## src/rtl/sadc_pkg.sv

```systemverilog
package sadc_pkg;
  // Two-bit write address carried in the top of each frame
  typedef enum logic [1:0] {
    WA_NONE = 2'b00,
    WA_TEST = 2'b01,
    WA_CAL  = 2'b10,
    WA_CTRL = 2'b11
  } wr_addr_e;

  // Persistent read-target field in the control word
  typedef enum logic [1:0] {
    RS_CONV = 2'b00,
    RS_TEST = 2'b01,
    RS_CAL  = 2'b10,
    RS_STAT = 2'b11
  } rd_sel_e;
endpackage

```

## src/rtl/sadc_shifter.sv

```systemverilog
module sadc_shifter #(
  parameter int FRAME_W = 16
) (
  input  logic               clk,
  input  logic               rst,
  input  logic               sclk,
  input  logic               cs_n,
  input  logic               sdi,
  input  logic [FRAME_W-1:0] load_word,
  output logic               sdo,
  output logic               frame_valid,
  output logic [FRAME_W-1:0] frame_word
);
  localparam int CNT_W = $clog2(FRAME_W + 1);
  localparam logic [CNT_W-1:0] CNT_LAST = CNT_W'(FRAME_W - 1);
  localparam logic [CNT_W-1:0] CNT_FULL = CNT_W'(FRAME_W);

  logic             sclk_q, cs_q;
  logic [CNT_W-1:0] cnt;
  logic [FRAME_W-2:0] in_sr;
  logic [FRAME_W-1:0] out_sr;
  logic rise, fall, start;

  assign rise  = !cs_n && sclk && !sclk_q;
  assign fall  = !cs_n && !sclk && sclk_q;
  assign start = !cs_n && cs_q;
  assign sdo   = out_sr[FRAME_W-1];

  always_ff @(posedge clk) begin
    if (rst) begin
      sclk_q      <= 1'b0;
      cs_q        <= 1'b1;
      cnt         <= '0;
      in_sr       <= '0;
      out_sr      <= '0;
      frame_valid <= 1'b0;
      frame_word  <= '0;
    end else begin
      sclk_q      <= sclk;
      cs_q        <= cs_n;
      frame_valid <= 1'b0;
      if (cs_n) begin
        cnt    <= '0;
        out_sr <= '0;
      end else begin
        if (start)
          out_sr <= load_word;
        else if (fall)
          out_sr <= {out_sr[FRAME_W-2:0], 1'b0};
        if (rise && cnt < CNT_FULL) begin
          in_sr <= {in_sr[FRAME_W-3:0], sdi};
          cnt   <= cnt + 1'b1;
          if (cnt == CNT_LAST) begin
            frame_valid <= 1'b1;
            frame_word  <= {in_sr, sdi};
          end
        end
      end
    end
  end

  // the bit counter never passes one full frame
  p_cnt_bound_r3: assert property (@(posedge clk) disable iff (rst)
    cnt <= CNT_FULL);
  // a frame is flagged only while select was held low
  p_valid_in_frame_r3: assert property (@(posedge clk) disable iff (rst)
    frame_valid |-> $past(!cs_n));
  // one commit pulse per frame
  p_single_commit_r3: assert property (@(posedge clk) disable iff (rst)
    frame_valid |=> !frame_valid);
  // serial output is quiet while deselected
  p_sdo_idle_r8: assert property (@(posedge clk) disable iff (rst)
    $past(cs_n) |-> !sdo);
endmodule

```

## src/rtl/sadc_regbank.sv

```systemverilog
module sadc_regbank
  import sadc_pkg::*;
#(
  parameter int          DATA_W     = 14,
  parameter int          NUM_DAC    = 8,
  parameter int          RDSEL_LSB  = 6,
  parameter int          CALSEL_LSB = 8,
  parameter logic [13:0] OFFSET_RST = 14'h0000,
  parameter logic [13:0] GAIN_RST   = 14'h2000,
  parameter logic [13:0] DAC_RST    = 14'h2000,
  localparam int NUM_CAL = NUM_DAC + 2,
  localparam int PTR_W   = $clog2(NUM_CAL)
) (
  input  logic                      clk,
  input  logic                      rst,
  input  logic                      frame_valid,
  input  logic [DATA_W+1:0]         frame_word,
  output logic [DATA_W-1:0]         ctrl_q,
  output logic [DATA_W-1:0]         test_q,
  output logic [NUM_CAL*DATA_W-1:0] cal_q,
  output logic [PTR_W-1:0]          ptr_q
);
  wr_addr_e          addr;
  rd_sel_e           rd_sel;
  logic [1:0]        grp;
  logic [DATA_W-1:0] data;
  logic [PTR_W-1:0]  ptr_step;

  assign addr   = wr_addr_e'(frame_word[DATA_W +: 2]);
  assign data   = frame_word[DATA_W-1:0];
  assign rd_sel = rd_sel_e'(ctrl_q[RDSEL_LSB +: 2]);
  assign grp    = ctrl_q[CALSEL_LSB +: 2];

  function automatic logic [PTR_W-1:0] grp_first(input logic [1:0] s);
    return (s == 2'b11) ? PTR_W'(1) : '0;
  endfunction

  function automatic logic [PTR_W-1:0] grp_last(input logic [1:0] s);
    case (s)
      2'b00:   return PTR_W'(NUM_CAL - 1);
      2'b01:   return PTR_W'(1);
      2'b10:   return '0;
      default: return PTR_W'(1);
    endcase
  endfunction

  function automatic logic [DATA_W-1:0] cal_rst(input int k);
    if (k == 0) return DATA_W'(OFFSET_RST);
    if (k == 1) return DATA_W'(GAIN_RST);
    return DATA_W'(DAC_RST);
  endfunction

  assign ptr_step = (ptr_q == grp_last(grp)) ? grp_first(grp) : ptr_q + 1'b1;

  always_ff @(posedge clk) begin
    if (rst) begin
      ctrl_q <= '0;
      test_q <= '0;
      ptr_q  <= '0;
    end else if (frame_valid) begin
      if (addr == WA_TEST) test_q <= data;
      if (addr == WA_CTRL) begin
        ctrl_q <= data;
        ptr_q  <= grp_first(data[CALSEL_LSB +: 2]);
      end else if (addr == WA_CAL || rd_sel == RS_CAL) begin
        ptr_q <= ptr_step;
      end
    end
  end

  for (genvar k = 0; k < NUM_CAL; k++) begin : g_cal
    always_ff @(posedge clk) begin
      if (rst)
        cal_q[k*DATA_W +: DATA_W] <= cal_rst(k);
      else if (frame_valid && addr == WA_CAL && ptr_q == PTR_W'(k))
        cal_q[k*DATA_W +: DATA_W] <= data;
    end
  end

  // without a completed frame nothing moves
  p_hold_idle_r3: assert property (@(posedge clk) disable iff (rst)
    !frame_valid |=> $stable(ctrl_q) && $stable(test_q) && $stable(cal_q) && $stable(ptr_q));
  // null-address frames leave the stored words alone
  p_discard_r2: assert property (@(posedge clk) disable iff (rst)
    (frame_valid && addr == WA_NONE) |=> $stable(ctrl_q) && $stable(test_q) && $stable(cal_q));
  // pointer stays inside the bank
  p_ptr_range_r9: assert property (@(posedge clk) disable iff (rst)
    ptr_q <= PTR_W'(NUM_CAL - 1));
  // pointer stays inside the chosen group
  p_ptr_gain_r10: assert property (@(posedge clk) disable iff (rst)
    (grp == 2'b11) |-> ptr_q == PTR_W'(1));
  p_ptr_offset_r10: assert property (@(posedge clk) disable iff (rst)
    (grp == 2'b10) |-> ptr_q == '0);
  p_ptr_pair_r10: assert property (@(posedge clk) disable iff (rst)
    (grp == 2'b01) |-> ptr_q <= PTR_W'(1));
endmodule

```

## src/rtl/sadc_readmux.sv

```systemverilog
module sadc_readmux
  import sadc_pkg::*;
#(
  parameter int DATA_W  = 14,
  parameter int CONV_W  = 12,
  parameter int STAT_W  = 8,
  parameter int NUM_CAL = 10,
  localparam int FRAME_W = DATA_W + 2,
  localparam int PTR_W   = $clog2(NUM_CAL)
) (
  input  logic [1:0]                rd_sel,
  input  logic [CONV_W-1:0]         conv_data,
  input  logic [STAT_W-1:0]         status_in,
  input  logic [DATA_W-1:0]         test_q,
  input  logic [NUM_CAL*DATA_W-1:0] cal_q,
  input  logic [PTR_W-1:0]          ptr_q,
  output logic [FRAME_W-1:0]        word
);
  always_comb begin
    case (rd_sel_e'(rd_sel))
      RS_CONV: word = FRAME_W'(conv_data);
      RS_TEST: word = FRAME_W'(test_q);
      RS_CAL:  word = FRAME_W'(cal_q[ptr_q*DATA_W +: DATA_W]);
      default: word = FRAME_W'(status_in);
    endcase
  end
endmodule

```

## src/rtl/sadc_regif.sv

```systemverilog
module sadc_regif #(
  parameter int DATA_W     = 14,
  parameter int CONV_W     = 12,
  parameter int STAT_W     = 8,
  parameter int NUM_DAC    = 8,
  parameter int RDSEL_LSB  = 6,
  parameter int CALSEL_LSB = 8,
  localparam int FRAME_W = DATA_W + 2,
  localparam int NUM_CAL = NUM_DAC + 2,
  localparam int PTR_W   = $clog2(NUM_CAL)
) (
  input  logic                      clk,
  input  logic                      rst,
  input  logic                      sclk,
  input  logic                      cs_n,
  input  logic                      sdi,
  input  logic [CONV_W-1:0]         conv_data,
  input  logic [STAT_W-1:0]         status_in,
  output logic                      sdo,
  output logic [DATA_W-1:0]         ctrl_out,
  output logic [NUM_CAL*DATA_W-1:0] cal_out
);
  logic                      frame_valid;
  logic [FRAME_W-1:0]        frame_word, rd_word;
  logic [DATA_W-1:0]         ctrl_q, test_q;
  logic [NUM_CAL*DATA_W-1:0] cal_q;
  logic [PTR_W-1:0]          ptr_q;

  sadc_shifter #(.FRAME_W(FRAME_W)) u_shift (
    .clk(clk), .rst(rst), .sclk(sclk), .cs_n(cs_n), .sdi(sdi),
    .load_word(rd_word), .sdo(sdo),
    .frame_valid(frame_valid), .frame_word(frame_word)
  );

  sadc_regbank #(
    .DATA_W(DATA_W), .NUM_DAC(NUM_DAC),
    .RDSEL_LSB(RDSEL_LSB), .CALSEL_LSB(CALSEL_LSB)
  ) u_regs (
    .clk(clk), .rst(rst), .frame_valid(frame_valid), .frame_word(frame_word),
    .ctrl_q(ctrl_q), .test_q(test_q), .cal_q(cal_q), .ptr_q(ptr_q)
  );

  sadc_readmux #(
    .DATA_W(DATA_W), .CONV_W(CONV_W), .STAT_W(STAT_W), .NUM_CAL(NUM_CAL)
  ) u_rmux (
    .rd_sel(ctrl_q[RDSEL_LSB +: 2]), .conv_data(conv_data), .status_in(status_in),
    .test_q(test_q), .cal_q(cal_q), .ptr_q(ptr_q), .word(rd_word)
  );

  assign ctrl_out = ctrl_q;
  assign cal_out  = cal_q;

  // control word is cleared by reset
  p_ctrl_reset_r6: assert property (@(posedge clk)
    $past(rst) |-> ctrl_out == '0);
endmodule

```

## config.mk

```make
export PLATFORM = sky130hd
export DESIGN_NAME = sadc_regif
export DESIGN_NICKNAME = d
export VERILOG_FILES = /design/src/rtl/sadc_pkg.sv /design/src/rtl/sadc_shifter.sv /design/src/rtl/sadc_regbank.sv /design/src/rtl/sadc_readmux.sv /design/src/rtl/sadc_regif.sv
export SDC_FILE = /design/constraint.sdc
export NUM_CORES = 1
export LEC_CHECK = 0
export CORE_MARGIN = 8
export CORE_UTILIZATION = 40
export DETAILED_ROUTE_END_ITERATION = 8
export HOLD_SLACK_MARGIN = 0.15
export PLACE_DENSITY_LB_ADDON = 0.2
export SYNTH_ARGS = -nofsm -noshare
export SYNTH_HDL_FRONTEND = slang
export SYNTH_SLANG_ARGS = --single-unit
```

## constraint.sdc

```tcl
create_clock -name clk -period 5.4 [get_ports clk]
set_clock_uncertainty 0.05 [all_clocks]
set_input_delay 1.08 -clock clk [delete_from_list [all_inputs] [get_ports clk]]
set_output_delay 1.08 -clock clk [all_outputs]
set_load 0.05 [all_outputs]
```

==> qor.yml, run 1 <==
status: "completed"
max_stage_delay_ns: 0.95
io_buffers: 179
via_count: 9323
num_antenna_cells: 0
ys_seq_area_frac: 0.461
post-route-util: 0.510
rows: 57
area_growth_pct: 25.5
slowest_stage: "clkdlybuf4s50_1"
max-slew-margin-rel: 0.149
first_pass_iters: 5
power_density_nw_per_um2: 272
synth_top_area_share: 0.461
path_max_fanout: 19
hold_viol_final: 0
hold_path_class: "reg -> reg"
postCtsSetupRepairBufs: 0
syn_area_per_cell_sq_um: 7.92
ys_types: 56
wl_um: 35500
wl_per_cell_um: 20.9
worst_setup_path_end_kind: "output pin"
yosys_register_bits: 227
gr-usage-all-layers: 0.226
clock_path_buffers: 3
die-area_sq_um: 29900
hold_depth: 2
gr-usage-met1: 0.301
report.final.slew_viol_count: 0
cts_tree: "yes"
final_common_cell: "nand2_1"
cts_root_buf: "clkbuf_16"
numPlacedInstances: 1652
multi_input_area_sq_um: 4810
maxCapViolations: 0
fin_cells: 1695
grt_setup_unrepaired: "no"
cts.sinks: 227
met2_usage: 0.367
path_clk_slew_ns: 0.06
critPathLaunchType: "flip-flop"
cts-resized-gates: 0
grt_use_met3: 0.0436
clock_latency_ns: 0.54
reg2regPathDepth: 5
grt_pass1_wl_um: 54300
synthCells: 1244
dp_hpwl_um: 23900
netlist_top_cells_area: "dfxtp_1 46%, nand2_1 16%, a21oi_1 10%, mux2i_1 3.6%, o21ai_0 2.5%"
arrival_ns: 2.35
io_pins: 180
p_total_w: 0.00337
crit_buf_inv: 1
leakagePower_nw: 3.86
grt_max_degree: 147
synth_nets: 1275
setup.worst_path.class: "reg -> out"
required_ns: 4.27
grt_pass1_vias: 8752
die_y_um: 173
cp.depth: 1
drive_gt1_frac: 0.0562
finalCritPeriodShare: 0.644
cts-htree-levels: 1
worst_pin_slew_ns: 1.27
grt.busiest_layer: "met2"
worstPathCellList: "clkdlybuf4s50_1"
antenna_found_initial: 0
setup_violations: 0
ys_warn_count: 0
synth_area_leader_cell: "dfxtp_1"
drc: 0
cp_top_family: "buffers and inverters"
final_nets: 1386
via_per_inst: 5.50
setup_tns_ns: 0
fill_cells: 2335
antenna_left: 0
core_sq_um: 24200
initial_core_util: 0.406
clock.fmax_mhz: 288
place.gp.congestion: 0.869
ir_drop_v: 0.000177
cts_buffers: 25
regArea_sq_um: 4550
hold_buffers: 0
synth_area_sq_um: 9850
finalCriticalPeriod_ns: 3.48
grt_overflow: 0
layout_common_cells: "408 x nand2_1, 226 x dfxtp_1, 202 x a21oi_1"
drt_iter0_drc: 1222
die_x_um: 173
## area by class of cell
type	instances	share of cell area
tap	324	0.0328
clock buffer	40	0.0584
multi-input combinational	911	0.389
timing repair buffer	186	0.149
inverter	4	0.00121
clock inverter	3	0.00172
sequential	227	0.368
## logic make-up after synthesis
family,Yosys count,synth area share
compound gates,316,0.182
xor+xnor,3,0.00267
fa+ha+maj,6,0.00762
buf+inv,106,0.0512
flops,227,0.461
mux,58,0.0721
simple gates,528,0.223
## sequential cells by signal, summed over array words and instances, names as in the netlist, 4 cells and up
register            flops
u_regs.cal_q          140
u_regs.ctrl_q          14
u_regs.ptr_q            4
u_regs.test_q          14
u_shift.cnt             5
u_shift.frame_word     16
u_shift.in_sr          15
u_shift.out_sr         16
## layer usage
| layer | wire (um) | up-vias | part of all wire |
|---|---|---|---|
| li1 | - | 4449 | - |
| met1 | 15600 | 4444 | 0.44 |
| met2 | 16300 | 379 | 0.46 |
| met3 | 2680 | 51 | 0.076 |
| met4 | 856 | 0 | 0.024 |
| met5 | 0 | - | 0 |
## path summary, 6_finish.rpt
kind / end / slack, ns / start
setup / recovery: ctrl_out[6] / 1.92 / u_regs.ctrl_q[6]$_SDFFE_PP0P_
hold / removal: u_shift.frame_word[15]$_SDFFE_PP0P_ / 0.40 / u_shift.in_sr[14]$_SDFFE_PP0P_
setup reg to reg: u_regs.cal_q[139]$_SDFFE_PP1P_ / 2.25 / u_regs.ptr_q[0]$_SDFFE_PP0P_
hold reg to reg: u_shift.frame_word[15]$_SDFFE_PP0P_ / 0.40 / u_shift.in_sr[14]$_SDFFE_PP0P_
## cells in the mapped netlist, drive strengths merged
cell type  instances
nand2            408
dfxtp            227
a21oi            202
clkbuf            66
o21ai             50
buf               36
nor2              36
mux2i             35
nand3             18
nor2b             16
mux2              14
a2111oi           13
nor3              12
nand2b            11
a211oi            10
mux4               9
o211ai             8
o221ai             8
nand3b             7
o22ai              7
ha                 6
a22o               5
nor4               5
and2               4
inv                4
a31oi              3
or2                3
a211o              2
and3               2
nand4b             2
xor2               2
a221oi             1
a311oi             1
a41oi              1
nand4              1
nor3b              1
nor4b              1
o21a               1
o22a               1
o311a              1
o311ai             1
o31ai              1
or4b               1
xnor2              1
## per-stage QoR
step	hold WS (ns)	instance area, sq um	worst slack (ns)
5_1_grt	0.418	12400	1.85
6_report	0.400	12400	1.92
4_1_cts	0.401	12400	1.90
2_1_floorplan	0.382	9850	3.07
3_3_place_gp	0.388	11600	2.27
3_5_place_dp	0.393	11600	2.24
## report_power, final
group          internal (W)  switching [W]
Sequential          0.00168     0.00000641
Combinational     0.0000325      0.0000573
Clock              0.000909       0.000681
Total               0.00262       0.000745
(Power assumes the default switching activity.)
==> inputs of run 2 (changes only) <==
==> constraint.sdc (replaced) <==
create_clock -name clk -period 3 [get_ports clk]
set_clock_uncertainty 0.05 [all_clocks]
set_input_delay 0.6 -clock clk [delete_from_list [all_inputs] [get_ports clk]]
set_output_delay 0.6 -clock clk [all_outputs]
set_load 0.05 [all_outputs]
==> qor.yml, run 2 (synthesized netlist as in run 1, its figures left out) <==
cts_tree: "yes"
io_pins: 180
worst_setup_path_end_kind: "output pin"
power_density_nw_per_um2: 516
setup.worst_path.class: "reg -> out"
cts_root_buf: "clkbuf_16"
clock_latency_ns: 0.52
reg.largest.list: "u_regs.cal_q: 140 flops, u_shift.frame_word: 16 flops, u_shift.out_sr: 16 flops"
reg2regPathDepth: 6
critPathLaunchType: "flip-flop"
clock_path_buffers: 3
hold_buffers: 0
ir_drop_v: 0.000293
grt_setup_unrepaired: "no"
place_worst_setup_slack_ns: 0.458
die_y_um: 173
wl_per_cell_um: 20.7
postCtsSetupRepairBufs: 0
via_count: 9432
leakagePower_nw: 4.07
cts_buffers: 25
arrival_ns: 1.94
setup_tns_ns: 0
finalCriticalPeriod_ns: 2.59
r2r_start: "u_regs.ptr_q[1]$_SDFFE_PP0P_"
path_max_fanout: 20
wl_um: 35700
first_pass_iters: 7
hold_depth: 2
grt_max_degree: 135
clock.fmax_mhz: 386
hold_viol_final: 0
finalCritPeriodShare: 0.865
rows: 57
num_antenna_cells: 0
io_buffers: 179
antenna_found_initial: 0
path_clk_slew_ns: 0.06
report.final.slew_viol_count: 0
drc: 0
largest_reg_flops: 140
max-slew-margin-rel: 0.130
hold-path-endpoint: "u_shift.frame_word[15]$_SDFFE_PP0P_"
place.gp.congestion: 0.878
drt_iter0_drc: 979
largest-register: "u_regs.cal_q"
grt_pass1_wl_um: 54900
dp_hpwl_um: 24200
antenna_left: 0
fill_cells: 2303
required_ns: 2.35
final_common_cell: "nand2_1"
die_x_um: 173
core_sq_um: 24200
final_nets: 1409
hold_path_class: "reg -> reg"
layout_setup_ws_ns: 0.406
reg2reg_to: "u_shift.out_sr[5]$_SDFFE_PP0P_"
initial_core_util: 0.406
die-area_sq_um: 29900
cts.sinks: 227
grt_overflow: 0
gr-usage-all-layers: 0.229
holdCritStartpoint: "u_shift.in_sr[14]$_SDFFE_PP0P_"
cts-htree-levels: 1
worst_pin_slew_ns: 1.30
rrSetupSlack_ns: 0.48
grt_pass1_vias: 9038
maxCapViolations: 0
via_per_inst: 5.48
drive_gt1_frac: 0.0795
cts-resized-gates: 0
area_growth_pct: 29.1
layout_common_cells: "408 x nand2_1, 226 x dfxtp_1, 202 x a21oi_1"
status: "completed"
setup_violations: 0
==> run 2: changes by cell type in the layout (fill, tap and decap cells not counted), sizes merged <==
cell / delta
buf: +23
clkbuf: -12
bufinv: +6
clkinv: +6
clkinvlp: +1
inv: +1
==> run 2: how the worst max path moves through the flow <==
stage / start / end / slack, ns / depth (start not counted)
6_report: u_regs.ctrl_q[7]$_SDFFE_PP0P_ / ctrl_out[7] / 0.41 / 2
5_1_grt: u_regs.ptr_q[1]$_SDFFE_PP0P_ / u_shift.out_sr[8]$_SDFFE_PP0P_ / 0.35 / 7
4_1_cts: u_regs.ctrl_q[7]$_SDFFE_PP0P_ / ctrl_out[7] / 0.39 / 2
3_5_place_dp: sclk / u_shift.out_sr[8]$_SDFFE_PP0P_ / 0.46 / 7
3_3_place_gp: u_regs.ptr_q[1]$_SDFFE_PP0P_ / u_shift.out_sr[12]$_SDFFE_PP0P_ / 0.52 / 6
2_1_floorplan: u_regs.ctrl_q[6]$_SDFFE_PP0P_ / u_shift.out_sr[12]$_SDFFE_PP0P_ / 1.09 / 7
==> run 2: final cells by class <==
cell class              instances  area (sq um)  share of cell area
clock buffers                  28           647              0.0509
repair buffers                209          2040               0.161
well taps                     324           405              0.0319
flip-flops and latches        227          4550               0.357
inverters                       4          15.0             0.00118
multi-input cells             911          4810               0.378
clock inverters                17           251              0.0198
==> run 2: routing by layer <==
metal / up-vias / part of all wire / global-route usage
met5: - / 0 / 0
met3: 52 / 0.071 / 0.0409
met2: 362 / 0.47 / 0.374
li1: 4507 / - / -
met1: 4511 / 0.44 / 0.303
met4: 0 / 0.024 / 0.0683
==> run 2: critical path, cell delays in order, from the launching register on <==
cell and delay, ns:
dfxtp_1 0.32, buf_4 0.25, clkdlybuf4s50_1 0.85
==> run 2: where the power goes <==
| part | switching (W) | total, W | internal, W |
|---|---|---|---|
| combinational | 0.000104 | 0.000166 | 0.0000615 |
| sequential | 0.0000117 | 0.00304 | 0.00303 |
| clock | 0.00129 | 0.00336 | 0.00208 |
| total | 0.00140 | 0.00657 | 0.00516 |
==> run 2: through the flow <==
stage / hold WS (ns) / total power (W) / util / instances / instance area [sq um]
after global routing: 0.421 / 0.00675 / 0.525 / 1720 / 12700
after floorplan: 0.382 / 0.00320 / - / 1244 / 9850
after global placement: 0.388 / 0.00327 / 0.488 / 1675 / 11800
final: 0.403 / 0.00657 / 0.525 / 1720 / 12700
after CTS: 0.400 / 0.00659 / 0.525 / 1720 / 12700
after detailed placement: 0.393 / 0.00327 / 0.488 / 1675 / 11800
